**config.mk**
```make
export PLATFORM = sky130hd
export DESIGN_NAME = nand_page_reader
export DESIGN_NICKNAME = d
export VERILOG_FILES = /design/src/rtl/nrd_pkg.sv /design/src/rtl/nrd_timer.sv /design/src/rtl/nrd_cycle_mux.sv /design/src/rtl/nand_page_reader.sv
export SDC_FILE = /design/constraint.sdc
export NUM_CORES = 1
export LEC_CHECK = 0
export BUFFER_PORTS_ARGS = -buffer_cell sky130_fd_sc_hd__buf_2
export CORE_ASPECT_RATIO = 1.1
export CORE_MARGIN = 4
export CORE_UTILIZATION = 45
export CTS_CLUSTER_SIZE = 10
export DETAILED_ROUTE_END_ITERATION = 8
export PLACE_DENSITY_LB_ADDON = 0.12
export SYNTH_ARGS = -nofsm -noshare
export SYNTH_HDL_FRONTEND = slang
export SYNTH_SLANG_ARGS = --single-unit
```
**constraint.sdc**
```tcl
create_clock -name clk_i -period 7.9 [get_ports clk_i]
set_input_delay 0 -clock clk_i [delete_from_list [all_inputs] [get_ports clk_i]]
set_output_delay 0 -clock clk_i [all_outputs]
set_load 0.05 [all_outputs]
```
**src/rtl/nrd_pkg.sv**
```systemverilog
package nrd_pkg;
  typedef enum logic [3:0] {
    ST_IDLE, ST_WSU, ST_WLO, ST_WHD, ST_WB, ST_WAIT,
    ST_RR, ST_RLO, ST_RHI, ST_FIN
  } nrd_state_e;

  localparam logic [7:0] CMD_SETUP   = 8'h00;
  localparam logic [7:0] CMD_CONFIRM = 8'h30;
  localparam int unsigned N_WR       = 7;
endpackage

```
**src/rtl/nrd_timer.sv**
```systemverilog
module nrd_timer #(
  parameter int W = 8
) (
  input  logic         clk_i,
  input  logic         rst_ni,
  input  logic         load_i,
  input  logic [W-1:0] val_i,
  output logic         zero_o
);
  logic [W-1:0] cnt_q;

  always_ff @(posedge clk_i or negedge rst_ni) begin
    if (!rst_ni)            cnt_q <= '0;
    else if (load_i)        cnt_q <= val_i;
    else if (cnt_q != '0)   cnt_q <= cnt_q - 1'b1;
  end

  assign zero_o = (cnt_q == '0);
endmodule

```
**src/rtl/nrd_cycle_mux.sv**
```systemverilog
module nrd_cycle_mux
  import nrd_pkg::*;
#(
  parameter int DW = 8
) (
  input  logic [2:0]    idx_i,
  input  logic [15:0]   col_i,
  input  logic [23:0]   row_i,
  output logic [DW-1:0] io_o,
  output logic          cle_o,
  output logic          ale_o
);
  logic [7:0] byte_w;

  always_comb begin
    cle_o  = 1'b0;
    ale_o  = 1'b1;
    byte_w = 8'h00;
    unique case (idx_i)
      3'd0: begin byte_w = CMD_SETUP;   cle_o = 1'b1; ale_o = 1'b0; end
      3'd1: byte_w = col_i[7:0];
      3'd2: byte_w = col_i[15:8];
      3'd3: byte_w = row_i[7:0];
      3'd4: byte_w = row_i[15:8];
      3'd5: byte_w = row_i[23:16];
      default: begin byte_w = CMD_CONFIRM; cle_o = 1'b1; ale_o = 1'b0; end
    endcase
  end

  // commands and addresses use the low byte only
  generate
    if (DW > 8) begin : g_wide
      assign io_o = {{(DW-8){1'b0}}, byte_w};
    end else begin : g_narrow
      assign io_o = byte_w;
    end
  endgenerate
endmodule

```
**src/rtl/nand_page_reader.sv**
```systemverilog
module nand_page_reader
  import nrd_pkg::*;
#(
  parameter int DW    = 8,
  parameter int CNT_W = 12,
  parameter int T_SU  = 3,
  parameter int T_WP  = 4,
  parameter int T_WH  = 2,
  parameter int T_WB  = 3,
  parameter int T_RR  = 5,
  parameter int T_RP  = 5,
  parameter int T_REH = 3,
  parameter int TMO   = 1000
) (
  input  logic             clk_i,
  input  logic             rst_ni,
  input  logic             start_i,
  input  logic [15:0]      col_i,
  input  logic [23:0]      row_i,
  input  logic [CNT_W-1:0] nbytes_i,
  input  logic             nand_rdy_i,
  input  logic [DW-1:0]    nand_io_i,
  output logic             nand_ce_no,
  output logic             nand_cle_o,
  output logic             nand_ale_o,
  output logic             nand_we_no,
  output logic             nand_re_no,
  output logic [DW-1:0]    nand_io_o,
  output logic             nand_io_oe_o,
  output logic [DW-1:0]    data_o,
  output logic             data_valid_o,
  output logic             done_o,
  output logic             err_o
);
  localparam int TMAX = (TMO > 64) ? TMO : 64;
  localparam int TW   = $clog2(TMAX + 1);

  nrd_state_e       state_q, state_d;
  logic [2:0]       idx_q;
  logic [15:0]      col_q;
  logic [23:0]      row_q;
  logic [CNT_W-1:0] n_q, rem_q;
  logic             err_q, dv_q;
  logic [DW-1:0]    dq_q;
  logic             tmr_load, tmr_zero;
  logic [TW-1:0]    tmr_val;
  logic [DW-1:0]    mux_io;
  logic             mux_cle, mux_ale;
  logic             wr_phase, timeout_w, capture_w;

  nrd_timer #(.W(TW)) u_tmr (
    .clk_i  (clk_i),
    .rst_ni (rst_ni),
    .load_i (tmr_load),
    .val_i  (tmr_val),
    .zero_o (tmr_zero)
  );

  nrd_cycle_mux #(.DW(DW)) u_mux (
    .idx_i (idx_q),
    .col_i (col_q),
    .row_i (row_q),
    .io_o  (mux_io),
    .cle_o (mux_cle),
    .ale_o (mux_ale)
  );

  always_comb begin
    state_d   = state_q;
    timeout_w = 1'b0;
    unique case (state_q)
      ST_IDLE: if (start_i) state_d = ST_WSU;
      ST_WSU:  if (tmr_zero) state_d = ST_WLO;
      ST_WLO:  if (tmr_zero) state_d = ST_WHD;
      ST_WHD:  if (tmr_zero) state_d = (idx_q == 3'(N_WR - 1)) ? ST_WB : ST_WSU;
      ST_WB:   if (tmr_zero) state_d = ST_WAIT;
      ST_WAIT: begin
        if (nand_rdy_i) state_d = ST_RR;
        else if (tmr_zero) begin
          state_d   = ST_FIN;
          timeout_w = 1'b1;
        end
      end
      ST_RR:   if (tmr_zero) state_d = (n_q == '0) ? ST_FIN : ST_RLO;
      ST_RLO:  if (tmr_zero) state_d = ST_RHI;
      ST_RHI:  if (tmr_zero) state_d = (rem_q == '0) ? ST_FIN : ST_RLO;
      default: state_d = ST_IDLE;
    endcase
  end

  // every state change restarts the phase timer with the new phase length
  always_comb begin
    tmr_load = (state_d != state_q);
    unique case (state_d)
      ST_WSU:  tmr_val = TW'(T_SU - 1);
      ST_WLO:  tmr_val = TW'(T_WP - 1);
      ST_WHD:  tmr_val = TW'(T_WH - 1);
      ST_WB:   tmr_val = TW'(T_WB - 1);
      ST_WAIT: tmr_val = TW'(TMO - 1);
      ST_RR:   tmr_val = TW'(T_RR - 1);
      ST_RLO:  tmr_val = TW'(T_RP - 1);
      ST_RHI:  tmr_val = TW'(T_REH - 1);
      default: tmr_val = '0;
    endcase
  end

  assign capture_w = (state_q == ST_RLO) && tmr_zero;

  always_ff @(posedge clk_i or negedge rst_ni) begin
    if (!rst_ni) begin
      state_q <= ST_IDLE;
      idx_q   <= '0;
      col_q   <= '0;
      row_q   <= '0;
      n_q     <= '0;
      rem_q   <= '0;
      err_q   <= 1'b0;
      dv_q    <= 1'b0;
      dq_q    <= '0;
    end else begin
      state_q <= state_d;
      dv_q    <= capture_w;
      if (state_q == ST_IDLE && start_i) begin
        idx_q <= '0;
        col_q <= col_i;
        row_q <= row_i;
        n_q   <= nbytes_i;
        rem_q <= nbytes_i;
        err_q <= 1'b0;
      end
      if (state_q == ST_WHD && tmr_zero) idx_q <= idx_q + 1'b1;
      if (timeout_w) err_q <= 1'b1;
      if (capture_w) begin
        dq_q  <= nand_io_i;
        rem_q <= rem_q - 1'b1;
      end
    end
  end

  assign wr_phase     = (state_q == ST_WSU) || (state_q == ST_WLO) || (state_q == ST_WHD);
  assign nand_ce_no   = (state_q == ST_IDLE) || (state_q == ST_FIN);
  assign nand_cle_o   = wr_phase && mux_cle;
  assign nand_ale_o   = wr_phase && mux_ale;
  assign nand_we_no   = (state_q != ST_WLO);
  assign nand_re_no   = (state_q != ST_RLO);
  assign nand_io_o    = wr_phase ? mux_io : '0;
  assign nand_io_oe_o = wr_phase;
  assign data_o       = dq_q;
  assign data_valid_o = dv_q;
  assign done_o       = (state_q == ST_FIN);
  assign err_o        = (state_q == ST_FIN) && err_q;
endmodule

```
Word-level counts from Yosys, hierarchy flattened
Memories as Yosys holds them, arrays and structs flattened.
Cells that the tools add are included.
Word-level totals
  register bits after elaboration: 91
  ROM bits: 128
  bits of input ports: 64
  output and inout bits: 25
  memories kept: 1
Memory list
  (name not given): words 16, width 8, rd ports 1, clocked after Yosys merged registers in 0, wr ports 0, RTL line nand_page_reader.sv:94  | unique case (state_d)
Cells by class
  $add $sub $neg: 3
  equality and inequality tests: 18
  muxes and demuxes: 29
  reduce and logical (&&, ||, !) cells: 20
Operators with widths (number)
  2-to-1 mux 4 bit: 12
  one-hot mux 8 bit (6 select lines): 1
  one-hot mux 4 bit (9 select lines): 1
  logical NOT 12 bit: 2
  2-to-1 mux 12 bit: 2
  2-to-1 mux 10 bit: 2
  equality test 4 x 3 -> 1 bit, second input constant: 4
  subtractor 12 x 1 -> 12 bit, second input constant: 1
  logical NOT 10 bit: 1
  nonzero test 10 bit: 1
  subtractor 10 x 1 -> 10 bit, second input constant: 1
  equality test 3 bit, second input constant: 3
  2-to-1 mux 3 bit: 3
  equality test 4 x 2 -> 1 bit, second input constant: 2
  equality test 4 bit, second input constant: 2
  2-to-1 mux 8 bit: 1
  nonzero test 2 bit: 4
  2-to-1 mux 1 bit: 7
  equality test 3 x 2 -> 1 bit, second input constant: 2
  logical AND 1 bit: 6
  OR reduction 5 bit: 1
  equality test 4 x 1 -> 1 bit, second input constant: 1
  logical NOT 4 bit: 1
  != test 4 x 2 -> 1 bit, second input constant: 1
  other kinds (6): 8

Depth between registers and ports, before layout
Gate-level depths: netlist (run 1).
  word-level depth: 6
  depth in mapped cells: 14

Cells and area by module
From an unflattened synthesis (run 1), not the netlist that was laid out.
Second synthesis, totals
  cells, all modules: 556
  area total of the unflattened synthesis: 4803.4 µm²
Modules (own cells, without submodules)
  nand_page_reader: instances 1, cells an instance 438, area an instance 3768.6 µm²
  nrd_timer: instances 1, cells an instance 63, area an instance 606.8 µm²
  nrd_cycle_mux: instances 1, cells an instance 55, area an instance 427.9 µm²

Worst setup path after synthesis (run 1)
OpenSTA, ideal clock, no wires.
  path type: register to register
  start: register u_tmr.cnt_q[0]
  end: register u_tmr.cnt_q[0]
  arrival time: 2988 ps
  required time: 7772 ps
  slack: 4785 ps
  cell stages (with the launch flop): 15
  buffers on the path: 1
  clock period less this slack: 3115 ps
  cell sequence: dfrtp_1 -> inv_1 -> ha_1 -> or4b_4 -> nor3_1 -> clkbuf_1 -> nand2_1 -> o22ai_1 -> and2_1 -> inv_1 -> ha_1 -> o21ai_0 -> a21oi_1 -> a221o_1 -> mux2_1
On the way
  longest elaborated chain between the ends: 6
  elaborated cells on any way between the ends: 18
  classes of those cells: add/sub (1); eq/ne (1); mux (12); reduce/logical (3); memory (1)
Ends and longest elaborated chain
  from (decl): RTL line nrd_timer.sv:10  | logic [W-1:0] cnt_q;
  from (signal assigned): RTL line nrd_timer.sv:14  | else if (load_i) cnt_q <= val_i;
  from (signal assigned): RTL line nrd_timer.sv:15  | else if (cnt_q != '0) cnt_q <= cnt_q - 1'b1;
  logical NOT 10 bit (*): RTL line nrd_timer.sv:18  | assign zero_o = (cnt_q == '0);
  2-to-1 mux 4 bit: RTL line nand_page_reader.sv:79  | else if (tmr_zero) begin
  2-to-1 mux 4 bit: RTL line nand_page_reader.sv:78  | if (nand_rdy_i) state_d = ST_RR;
  one-hot mux 4 bit (9 select lines) (*): RTL line nand_page_reader.sv:71  | unique case (state_q)
  via state_d[0]: RTL line nand_page_reader.sv:38  | nrd_state_e state_q, state_d;
  memory (16 x 8 bit) / != test 4 bit (equally long branches)
  2-to-1 mux 10 bit / nonzero test 2 bit (equally long branches)
The timed path passes the listed nets; every way through them passes the cells marked *. The select of a mux whose other input is x is not followed.
A chain may end at the register's enable or synchronous reset.

Worst setup path after layout (run 1)
  start: register state_q[1]
  end: register u_tmr.cnt_q[0]
On the way
  longest elaborated chain between the ends: 5
  elaborated cells on any way between the ends: 24
  classes of those cells: eq/ne (9); mux (12); reduce/logical (2); memory (1)
Ends and longest elaborated chain
  from (decl): RTL line nand_page_reader.sv:38
  from (signal assigned): RTL line nand_page_reader.sv:121  | state_q <= state_d;
  2-to-1 mux 4 bit: RTL line nand_page_reader.sv:79
  2-to-1 mux 4 bit: RTL line nand_page_reader.sv:78
  one-hot mux 4 bit (9 select lines): RTL line nand_page_reader.sv:71
  memory (16 x 8 bit) / != test 4 bit (equally long branches)
  2-to-1 mux 10 bit / nonzero test 2 bit (equally long branches)
Parallel ways exist; a longest one is shown, timed or not.

==> results of run 1 <==
==> worst max-delay path, stage by stage (launching register included) <==
cell and delay (ns):
sky130_fd_sc_hd__dfrtp_1 0.63, sky130_fd_sc_hd__nor2_1 0.30, sky130_fd_sc_hd__and3_2 0.91, sky130_fd_sc_hd__a31oi_2 0.07, sky130_fd_sc_hd__a32oi_1 0.41, sky130_fd_sc_hd__and3_1 0.47
sky130_fd_sc_hd__mux2_1 0.36
==> per-stage QoR <==
step           instances  setup slack, ns  utilization, %  area, µm²
2_1_floorplan        537            4.785               -       4667
3_3_place_gp         719            4.703           51.72       5164
3_5_place_dp         719            4.601           51.72       5164
4_1_cts              797            4.576           60.41       6032
5_1_grt              797            4.394           60.41       6032
6_report             797            4.584           60.41       6032
==> timing repair <==
item | 4_1_cts | 5_1_grt
hold buffers | 62 | 0
resized for setup | 0 | 0
endpoints found under the hold margin | 115 | 0
endpoints found under the setup margin | 0 | 0
==> registers in the layout, indices dropped and copies added (netlist names), 3 cells and up <==
name,flops
data_o,8
rem_q,12
idx_q,3
n_q,12
state_q,4
u_tmr.cnt_q,10
row_q,24
col_q,16
==> logic make-up after synthesis <==
logic type / share of synthesized area [%]
and+or+nand+nor: 29.09
muxes: 2.601
xor gates and xnor gates: 1.501
AOI/OAI and AO/OA: 11.58
DFF: 48.79
adders and majority gates: 2.681
buffers and inverters: 3.753
==> cells in the final DEF, fill, tap and decap left out, types with 8 or more instances in the layout <==
| master | n |
|---|---|
| sky130_fd_sc_hd__dfrtp_1 | 91 |
| sky130_fd_sc_hd__a222oi_1 | 8 |
| sky130_fd_sc_hd__ha_1 | 10 |
| sky130_fd_sc_hd__nand3_1 | 12 |
| sky130_fd_sc_hd__o211ai_1 | 9 |
| sky130_fd_sc_hd__clkbuf_8 | 9 |
| sky130_fd_sc_hd__o21ai_0 | 14 |
| sky130_fd_sc_hd__nand2_1 | 210 |
| sky130_fd_sc_hd__a21oi_1 | 16 |
| sky130_fd_sc_hd__inv_1 | 11 |
| sky130_fd_sc_hd__buf_2 | 87 |
| sky130_fd_sc_hd__nor2_1 | 14 |
| sky130_fd_sc_hd__dlygate4sd3_1 | 62 |
| sky130_fd_sc_hd__mux2_2 | 8 |
==> where the power goes <==
group	switching, mW	leakage [nW]	internal, mW	total (mW)
clock network	0.177	0.126	0.214	0.390
logic	0.706	1.69	0.395	1.10
registers	0.173	1.12	0.668	0.841
total	1.06	2.94	1.28	2.33
==> per-layer routing <==
layer / vias up / GRT usage (%) / wire length [µm]
li1: 2111 / - / -
met5: - / 0 / 0
met1: 1991 / 29.43 / 5742
met2: 106 / 34.15 / 5836
met3: 22 / 2.583 / 394
met4: 0 / 9.186 / 275
==> worst max-delay path by stage <==
stage	endpoint	depth (start not counted)	slack, ns
global placement	u_tmr.cnt_q[1]	10	4.70
detailed placement	u_tmr.cnt_q[1]	10	4.60
finish	u_tmr.cnt_q[0]	6	4.58
global route	u_tmr.cnt_q[1]	10	4.39
floorplan	u_tmr.cnt_q[0]	14	4.78
CTS	u_tmr.cnt_q[1]	10	4.58
==> area by class of cell <==
cell class                      instances  share of cell area (%)
Sequential cell                        91                   37.75
Timing Repair Buffer                  153                   18.00
Inverter                               12                  0.8297
Tap cell                              120                   2.489
Multi-Input combinational cell        405                   36.82
Clock inverter                          7                   2.054
Clock buffer                            9                   2.054
==> impl_summary.txt, run 1 <==
----------------------------------------------------
[Route]
  Antenna-violating nets left ... 0
  Via count ... 4230
  Routed len/inst ... 15.37 µm
  DRC violation count after routing ... 0
  Iteration-0 DRC count of the detailed router ... 260
  Average vias per placed instance ... 5.307
  Total wire length after detailed routing ... 12250 µm
  Drt first pass iters ... 6

[Global routing]
  Number of antenna violations at the first check in global routing ... 0
  First-pass GRT wire length ... 20690 µm
  Global-route usage over all layers ... 21.29%
  Total global routing overflow ... 0
  Maximum number of pins on one net before global-route repair ... 71
  Number of global-route vias before repair ... 4244

[Critical path]
  Worst setup startpoint ... state_q[1]
  Worst r2r src ... state_q[1]
  End of the worst register-to-register path ... u_tmr.cnt_q[0]
  Critical path required time ... 8.15 ns
  Data arrival time at the worst-slack endpoint ... 3.57 ns
  Kind of end point of the critical path ... flop
  Worst Path Class, Setup ... reg2reg
  Maximum net fanout on the critical path ... 54
  Length in cells of the worst reg-to-reg path ... 6
  CP Launch Type ... flop
  R2R Setup Slk ... 4.58 ns

[Place]
  Number of port buffers ... 88
  Half-perimeter wire length after detailed placement ... 8192 µm
  GPL Wtd Cong ... 0.8554

[STA]
  Setup skew after layout ... 0.008050 ns
  Number of endpoints failing setup at the final stage ... 0
  Setup repair after global routing missed its margin ... no
  Final cycle utilization of the critical path ... 41.98%
  Total negative slack for setup checks ... 0 ns
  Normalized max-slew margin ... 29.70%
  Highest clock rate ... 0.3015 GHz
  Shortest period the worst path allows ... 3.316 ns
  Slew of the pin with the lowest slew margin ... 1.054 ns
  WHS ... 0.1653 ns
  Number of slew-limit violations in the final report ... 0
  Number of hold-slack violations in the final timing report ... 0

[Finish]
  Number of antenna repair diodes ... 0
  Area used by multi-input combinational logic ... 2221 µm²
  Sequential Area ... 2277 µm²
  Synth-to-Final Area Change ... 29.25%
  Final-stage net count ... 746
  Proportion of layout cells with a drive suffix above 1 ... 19.94%
  Number of fillers in the final layout ... 905

[Clock tree]
  Number of buffers added for setup after CTS ... 0
  Number of buffers created by CTS ... 9
  Clock Sink Count ... 91
  TritonCTS clock tree ... done
  Max clock buf depth ... 2
  Clock latency on the worst-skew pair ... 0.36 ns
  Clock root cell ... sky130_fd_sc_hd__clkbuf_8
  Worst-path clk slew ... 0.10 ns
  CTS H-Tree Depth ... 3

[Logic synthesis]
  Synth area leaders ... sky130_fd_sc_hd__dfrtp_1 (49%), sky130_fd_sc_hd__nand2_1 (17%), sky130_fd_sc_hd__ha_1 (2.7%), sky130_fd_sc_hd__mux2_2 (1.9%), sky130_fd_sc_hd__a21oi_1 (1.7%)
  Post-synthesis instance area ... 4667 µm²
  Post-synthesis cell type with the largest combined area ... sky130_fd_sc_hd__dfrtp_1
  Cell with the most instances after synthesis ... sky130_fd_sc_hd__nand2_1
  Prevailing post-synth register cell ... sky130_fd_sc_hd__dfrtp_1
  Yosys cell types ... 60
  Avg Cell Area, Syn ... 8.691 µm²
  Share of the yosys chip area belonging to registers ... 48.79%
  Flip-flop and latch count after synthesis ... 91
  Warnings, synthesis ... 0
  Synth async-reset ratio ... 100.0%
  Top cell types by occurrence after synthesis ... sky130_fd_sc_hd__nand2_1 (210), sky130_fd_sc_hd__dfrtp_1 (91), sky130_fd_sc_hd__clkbuf_1 (17)
  Post-synth EDFFs ... 0
  Syn nets ... 611
  Gate count after technology mapping ... 537
  Portion of synthesized cell area occupied by the leading cell type ... 48.79%

[Floorplanning]
  Core footprint ... 9985 µm²
  Initial core utilization ... 46.74%
  Total die area ... 12070 µm²
  Number of placement rows ... 38
  Die X ... 105.1 µm
  Total I/O pin count ... 89
  Vertical die dimension ... 114.8 µm

[Pwr]
  Power after layout ... 2.332 mW
  LEAKAGE ... 2.936 nW
  Total power per unit cell area ... 386.6 nW/µm²
  Worst VDD drop ... 0.2118 mV

[Min path]
  Tightest Hold Check Type ... in2async

[Outcome]
  Status ... complete, no violations

[Job]
  Reported max-cap violation count ... 0

----------------------------------------------------
Note: power is estimated with default switching activity, not from simulation.
==> run 2, diff against run 1 <==
clock period = 3.1 ns   (was 7.9 ns; I/O delays follow)
==> run 2 against run 1 <==
Effect of this change:
- combinational power grew to 2.8 times the previous value
- global-route usage is 0.11 points lower
- clock skew is 0.0016 ns lower
- final area is 1.7% higher
- non-clock buffer count is 18 higher
- sequential share of layout area is 0.64 points lower
- critical endpoint is now u_tmr.cnt_q[1]
- largest power group unchanged
- highest routed layer unchanged
==> impl_summary.txt, run 2 (synthesis gave the netlist of run 1 again) <==
----------------------------------------------------
[Global routing]
  Number of global-route vias before repair ... 4355
  Global-route usage over all layers ... 21.18%
  Maximum number of pins on one net before global-route repair ... 70
  Number of antenna violations at the first check in global routing ... 0
  First-pass GRT wire length ... 20910 µm
  Total global routing overflow ... 0

[Pwr]
  Total power per unit cell area ... 965.4 nW/µm²
  LEAKAGE ... 3.000 nW
  Worst VDD drop ... 0.4992 mV

[Critical path]
  CP Launch Type ... flop
  End of the worst register-to-register path ... u_tmr.cnt_q[1]
  Worst setup startpoint ... u_tmr.cnt_q[0]
  Maximum net fanout on the critical path ... 7
  Worst Path Class, Setup ... reg2reg
  Critical path required time ... 3.35 ns
  Kind of end point of the critical path ... flop
  Capture point of the critical path ... u_tmr.cnt_q[1]
  R2R Setup Slk ... 0.13 ns
  Length in cells of the worst reg-to-reg path ... 10
  Worst r2r src ... u_tmr.cnt_q[0]
  Data arrival time at the worst-slack endpoint ... 3.22 ns

[Route]
  Routed len/inst ... 15.39 µm
  Drt first pass iters ... 7
  Total wire length after detailed routing ... 12560 µm
  Average vias per placed instance ... 5.426
  DRC violation count after routing ... 0
  Iteration-0 DRC count of the detailed router ... 297
  Antenna-violating nets left ... 0
  Via count ... 4428

[Clock tree]
  Clock latency on the worst-skew pair ... 0.36 ns
  Max clock buf depth ... 2
  Worst-path clk slew ... 0.09 ns
  TritonCTS clock tree ... done
  Clock root cell ... sky130_fd_sc_hd__clkbuf_8
  Number of buffers created by CTS ... 9
  Clock Sink Count ... 91
  CTS H-Tree Depth ... 3

[Finish]
  Most frequent standard cell in the layout excluding fill and tap cells ... sky130_fd_sc_hd__nand2_1
  Post-Layout Cell Count ... 816
  Non-Filler Cell Area, Final ... 6136 µm²
  Biggest regs ... row_q: 24 flops, col_q: 16 flops
  Highest-count cells in the layout ignoring fill and taps ... sky130_fd_sc_hd__nand2_1 (210), sky130_fd_sc_hd__dfrtp_1 (91), sky130_fd_sc_hd__buf_2 (87)
  Number of fillers in the final layout ... 838
  Proportion of layout cells with a drive suffix above 1 ... 22.41%
  Fraction of the core area covered by cells at the end of the flow ... 61.45%
  Max FFs per register ... 24
  Number of antenna repair diodes ... 0
  Largest Register ... row_q
  Synth-to-Final Area Change ... 31.47%
  Final-stage net count ... 765

[STA]
  Shortest period the worst path allows ... 2.969 ns
  Number of hold-slack violations in the final timing report ... 0
  Total negative slack for setup checks ... 0 ns
  Highest clock rate ... 0.3368 GHz
  PnR worst setup slack ... 0.1309 ns
  Number of endpoints failing setup at the final stage ... 0
  Number of slew-limit violations in the final report ... 0
  Setup skew after layout ... 0.006476 ns
  Normalized max-slew margin ... 47.53%
  Slew of the pin with the lowest slew margin ... 0.7854 ns
  Final cycle utilization of the critical path ... 95.78%

[Floorplanning]
  Vertical die dimension ... 114.8 µm
  Number of placement rows ... 38
  Total die area ... 12070 µm²
  Initial core utilization ... 46.74%
  Core footprint ... 9985 µm²
  Total I/O pin count ... 89
  Die X ... 105.1 µm

[Place]
  Placement Cell Area ... 5276 µm²
  GPL Wtd Cong ... 0.9037
  Number of cells in the design after placement ... 734
  Pre-CTS setup slack ... 0.04389 ns
  Number of port buffers ... 88
  Half-perimeter wire length after detailed placement ... 8274 µm

[Outcome]
  Status ... complete, no violations

[Job]
  Reported max-cap violation count ... 0

[Min path]
  Tightest Hold Check Type ... in2async

----------------------------------------------------
-- run 2: cell types whose count changed in the layout (fill, tap and decap cells not counted), moves of 2 or more --
cell                        delta
sky130_fd_sc_hd__buf_4        +18
sky130_fd_sc_hd__bufinv_16     -3
sky130_fd_sc_hd__clkbuf_8      +2
sky130_fd_sc_hd__o21ai_0       -2
sky130_fd_sc_hd__o21ai_1       +2
-- run 2: where the power goes --
group	internal, mW	total (mW)	switching [mW]
sequential	1.70	2.09	0.390
combinational	1.14	3.06	1.92
clock	0.337	0.765	0.428
total	3.18	5.92	2.74
-- run 2: cell type report --
class                   instances  area, µm²  share of cell area [%]
clock buffers                  11      151.4                   2.467
multi-input cells             406       2251                   36.68
clock inverters                 5      35.03                  0.5710
inverters                      12      50.05                  0.8157
flip-flops and latches         91       2277                   37.11
repair buffers                171       1221                   19.90
well taps                     120      150.1                   2.447
-- run 2: worst max-delay path, stage by stage (launching register included) --
cell and delay [ns]:
sky130_fd_sc_hd__dfrtp_1 0.42, sky130_fd_sc_hd__inv_1 0.07, sky130_fd_sc_hd__ha_1 0.17, sky130_fd_sc_hd__or4b_4 0.54, sky130_fd_sc_hd__or3_4 0.40, sky130_fd_sc_hd__o21ai_1 0.20, sky130_fd_sc_hd__a31oi_1 0.11, sky130_fd_sc_hd__nor2_1 0.16
sky130_fd_sc_hd__ha_1 0.26, sky130_fd_sc_hd__o31a_1 0.31, sky130_fd_sc_hd__o31a_1 0.23
-- run 2: metrics by stage --
step / hold slack [ns] / power, mW
6_report: 0.08912 / 5.924
5_1_grt: 0.1166 / 6.383
4_1_cts: 0.08375 / 5.851
3_5_place_dp: -0.06432 / 5.009
3_3_place_gp: -0.06069 / 4.930
2_1_floorplan: -0.2956 / 4.217
-- run 2: how the worst min path moves through the flow --
stage	startpoint	end	slack, ns	cells past startpoint
after global routing	rst_ni	u_tmr.cnt_q[8]	0.12	2
after detailed placement	rst_ni	u_tmr.cnt_q[4]	-0.06	1
after floorplan	rst_ni	col_q[0]	-0.30	0
after CTS	rst_ni	u_tmr.cnt_q[4]	0.08	2
after global placement	rst_ni	u_tmr.cnt_q[9]	-0.06	1
final	rst_ni	u_tmr.cnt_q[8]	0.09	2
-- run 2: what timing repair did --
action | CTS | global route
setup buffers | 0 | 3
gates resized for setup | 0 | 6
hold buffers | 62 | 0
hold endpoints to repair | 123 | 0
endpoints found under the setup margin | 0 | 8
-- run 2: metal layers --
| layer | vias up | global-route usage [%] | share of wire (%) |
|---|---|---|---|
| met5 | - | 0 | 0 |
| met4 | 0 | 5.599 | 1.5 |
| met3 | 18 | 3.930 | 5.3 |
| met2 | 139 | 35.69 | 49 |
| met1 | 2121 | 28.45 | 44 |
| li1 | 2150 | - | - |
==> run 3, diff against run 2 <==
--- a/config.mk
+++ b/config.mk
@@ -16,2 +16,3 @@
 export SYNTH_HDL_FRONTEND = slang
+export SYNTH_HIERARCHICAL = 1
 export SYNTH_SLANG_ARGS = --single-unit
==> constraint.sdc (replaced) <==
create_clock -name clk_i -period 3.1 [get_ports clk_i]
set_input_delay 0.31 -clock clk_i [delete_from_list [all_inputs] [get_ports clk_i]]
set_output_delay 0.31 -clock clk_i [all_outputs]
set_load 0.05 [all_outputs]
==> run 3 against run 2 <==
Effect of this change:
- sequential cell count unchanged
- clock-buffer cell count up 3
- clock skew is 0.0035 ns higher
- area after synthesis increased by 2.9%
- utilization fell by 6.0 points
- synthesized cell count up 3.5%
- final area is 6.1% lower
- first-iteration DRC count fell by 34%
- sequential power up 7%
- clock power rose by 56%
- non-clock buffer count is 68 lower
- critical endpoint is now nand_io_o[4]
==> impl_summary.txt, run 3 <==
----------------------------------------------------
[Outcome]
  Status ... complete, no violations

[Finish]
  Synth-to-Final Area Change ... 19.95%
  Most frequent standard cell in the layout excluding fill and tap cells ... sky130_fd_sc_hd__nand2_1
  Final-stage net count ... 714
  Max FFs per register ... 24
  Number of fillers in the final layout ... 983
  Biggest regs ... row_q: 24 flops, col_q: 16 flops
  Highest-count cells in the layout ignoring fill and taps ... sky130_fd_sc_hd__nand2_1 (208), sky130_fd_sc_hd__dfrtp_1 (91), sky130_fd_sc_hd__buf_2 (87)
  Largest Register ... row_q
  Number of antenna repair diodes ... 0
  Proportion of layout cells with a drive suffix above 1 ... 22.57%

[Logic synthesis]
  Warnings, synthesis ... 6
  Main combinational cell family by area after synthesis ... simple AND/OR/NAND/NOR gates
  Post-synthesis share of cell area spent on and, or, nand and nor gates ... 29.93%
  Top cell types by occurrence after synthesis ... sky130_fd_sc_hd__nand2_1 (208), sky130_fd_sc_hd__dfrtp_1 (91), sky130_fd_sc_hd__nor2_1 (28)
  Complex-gate fraction of the synthesized area ... 11.90%
  Cell with the most instances after synthesis ... sky130_fd_sc_hd__nand2_1
  Yosys cell types ... 64
  Post-synthesis instance area ... 4803 µm²
  Post-synthesis cell type with the largest combined area ... sky130_fd_sc_hd__dfrtp_1
  Flip-flop and latch count after synthesis ... 91
  Post-synth EDFFs ... 0
  Synth async-reset ratio ... 100.0%
  Portion of synthesized cell area occupied by the leading cell type ... 47.41%
  Synth area leaders ... sky130_fd_sc_hd__dfrtp_1 (47%), sky130_fd_sc_hd__nand2_1 (16%), sky130_fd_sc_hd__mux2i_1 (2.3%), sky130_fd_sc_hd__nor2_1 (2.2%), sky130_fd_sc_hd__ha_1 (2.1%)
  Share of the yosys chip area belonging to registers ... 47.41%
  Post-synthesis adder-cell area fraction ... 2.084%
  Xor/xnor share of the synthesized area ... 1.641%
  Fraction of synthesized area in multiplexers ... 3.074%
  Avg Cell Area, Syn ... 8.639 µm²
  Gate count after technology mapping ... 556
  Prevailing post-synth register cell ... sky130_fd_sc_hd__dfrtp_1

[Place]
  Half-perimeter wire length after detailed placement ... 8367 µm
  GPL Wtd Cong ... 0.8687
  Pre-CTS setup slack ... 0.1420 ns
  Number of port buffers ... 88

[STA]
  Number of hold-slack violations in the final timing report ... 0
  Shortest period the worst path allows ... 2.777 ns
  Number of slew-limit violations in the final report ... 0
  Number of endpoints failing setup at the final stage ... 0
  Setup repair after global routing missed its margin ... no
  Normalized max-slew margin ... 53.19%
  Setup skew after layout ... 0.009940 ns
  PnR worst setup slack ... 0.3235 ns
  Highest clock rate ... 0.3602 GHz
  Slew of the pin with the lowest slew margin ... 0.7007 ns
  Final cycle utilization of the critical path ... 89.56%
  Total negative slack for setup checks ... 0 ns

[Clock tree]
  Max clock buf depth ... 2
  Clock latency on the worst-skew pair ... 0.34 ns
  TritonCTS clock tree ... done
  Number of buffers created by CTS ... 9
  Clock root cell ... sky130_fd_sc_hd__clkbuf_16
  CTS H-Tree Depth ... 3
  Worst-path clk slew ... 0.07 ns
  Clock Sink Count ... 91

[Critical path]
  Critical path required time ... 2.79 ns
  Maximum net fanout on the critical path ... 14
  Data arrival time at the worst-slack endpoint ... 2.47 ns
  Worst Path Class, Setup ... reg2out
  Kind of end point of the critical path ... output pin
  CP Launch Type ... flop

[Min path]
  Tightest Hold Check Type ... in2reg

[Pwr]
  Worst VDD drop ... 0.5810 mV
  Share of total power in the clock network ... 18.5%
  Switching pwr ... 2.803 mW
  LEAKAGE ... 2.835 nW
  Total power per unit cell area ... 1116 nW/µm²
  Internal Dissipation ... 3.625 mW
  Part of the total power dissipated in combinational logic ... 46.7%
  Sw frac ... 43.60%
  Sequential fraction of design power ... 34.7%

[Global routing]
  Global-route usage over all layers ... 19.79%
  Number of antenna violations at the first check in global routing ... 0
  Maximum number of pins on one net before global-route repair ... 47
  Total global routing overflow ... 0
  Number of global-route vias before repair ... 4006
  First-pass GRT wire length ... 19450 µm

[Floorplanning]
  Total die area ... 12390 µm²
  Core footprint ... 10390 µm²
  Total I/O pin count ... 89
  Die X ... 106.5 µm
  Vertical die dimension ... 116.4 µm
  Initial core utilization ... 46.21%
  Number of placement rows ... 39

[Route]
  Drt first pass iters ... 4
  DRC violation count after routing ... 0
  Total wire length after detailed routing ... 11480 µm
  Routed len/inst ... 14.53 µm
  Antenna-violating nets left ... 0
  Iteration-0 DRC count of the detailed router ... 197
  Average vias per placed instance ... 5.113
  Via count ... 4039

[Job]
  Reported max-cap violation count ... 0

----------------------------------------------------
[run 3: cell types whose count changed in the layout (fill, tap and decap cells not counted), moves of 7 or more]
| cell | previous run | this run |
|---|---|---|
| sky130_fd_sc_hd__dlygate4sd3_1 | 62 | 1 |
| sky130_fd_sc_hd__nor2_1 | 14 | 28 |
| sky130_fd_sc_hd__clkbuf_16 | 0 | 9 |
| sky130_fd_sc_hd__mux2i_1 | 2 | 11 |
| sky130_fd_sc_hd__a222oi_1 | 8 | 0 |
| sky130_fd_sc_hd__a21oi_1 | 16 | 9 |
| sky130_fd_sc_hd__a221oi_1 | 0 | 7 |
| sky130_fd_sc_hd__and2_1 | 6 | 13 |
| sky130_fd_sc_hd__buf_4 | 22 | 15 |
| sky130_fd_sc_hd__nor2b_1 | 3 | 10 |
| sky130_fd_sc_hd__or2_0 | 0 | 7 |
[run 3: cell type report]
class | count | area (µm²) | share of cell area [%]
Multi-Input combinational cell | 423 | 2362 | 41.00
Sequential cell | 91 | 2277 | 39.52
Timing Repair Buffer | 103 | 558.0 | 9.685
Clock buffer | 14 | 294.0 | 5.103
Tap cell | 143 | 178.9 | 3.105
Inverter | 14 | 52.55 | 0.9121
Clock inverter | 2 | 38.79 | 0.6732
[run 3: stage by stage]
step / hold slack (ns) / cells / util, % / instance area, µm² / power (mW)
2_1_floorplan: 0.01441 / 557 / - / 4807 / 4.489
3_3_place_gp: 0.3185 / 773 / 52.02 / 5406 / 5.165
3_5_place_dp: 0.3152 / 773 / 52.02 / 5406 / 5.252
4_1_cts: 0.1401 / 790 / 55.31 / 5749 / 6.478
6_report: 0.1544 / 790 / 55.44 / 5762 / 6.428
5_1_grt: 0.1482 / 790 / 55.44 / 5762 / 6.957
[run 3: what timing repair did]
item | CTS | global route
hold endpoints to repair | 38 | 0
endpoints found under the setup margin | 0 | 8
gates resized for setup | 0 | 4
setup buffers | 0 | 0
hold buffers | 1 | 0
[run 3: final timing paths]
path                                      from        endpoint  slack, ns  depth (start not counted)
worst min-delay path                 row_i[10]       row_q[10]       0.15                          3
min in group asynchronous               rst_ni       col_q[11]       0.49                          2
worst max-delay path                  idx_q[2]    nand_io_o[4]       0.32                          6
worst min register to register       data_o[4]       data_o[4]       0.48                          2
worst max register to register  u_tmr/cnt_q[0]  u_tmr/cnt_q[1]       0.35                         14
max in group asynchronous               rst_ni          n_q[5]       1.83                          3
[run 3: power by group through the flow]
stage               clock network, mW  logic [mW]  registers, mW
floorplan                           0        2.24           2.25
global placement                    0        2.94           2.22
detailed placement                  0        3.01           2.24
CTS                              1.22        3.02           2.23
global route                     1.28        3.37           2.31
finish                           1.19        3.00           2.23
[run 3: worst max-delay path, cell delays in order, from the launching register on]
cell and delay, ns:
sky130_fd_sc_hd__dfrtp_1 0.56, sky130_fd_sc_hd__buf_4 0.27, sky130_fd_sc_hd__nor2b_1 0.56, sky130_fd_sc_hd__a2111oi_2 0.17
sky130_fd_sc_hd__a31oi_1 0.17, sky130_fd_sc_hd__and2_1 0.15, sky130_fd_sc_hd__buf_2 0.26
[run 3: cell families after synthesis]
family / after synthesis
and+or+nand+nor: 313
DFF: 91
AOI/OAI and AO/OA: 77
buffers and inverters: 43
muxes: 14
xor gates and xnor gates: 9
adders and majority gates: 8
other: 1
[run 3: layer usage]
layer | routed length (µm) | GRT usage [%]
met5 | 0 | 0
met4 | 247 | 8.610
met3 | 530 | 4.312
met2 | 5332 | 31.64
met1 | 5367 | 26.21
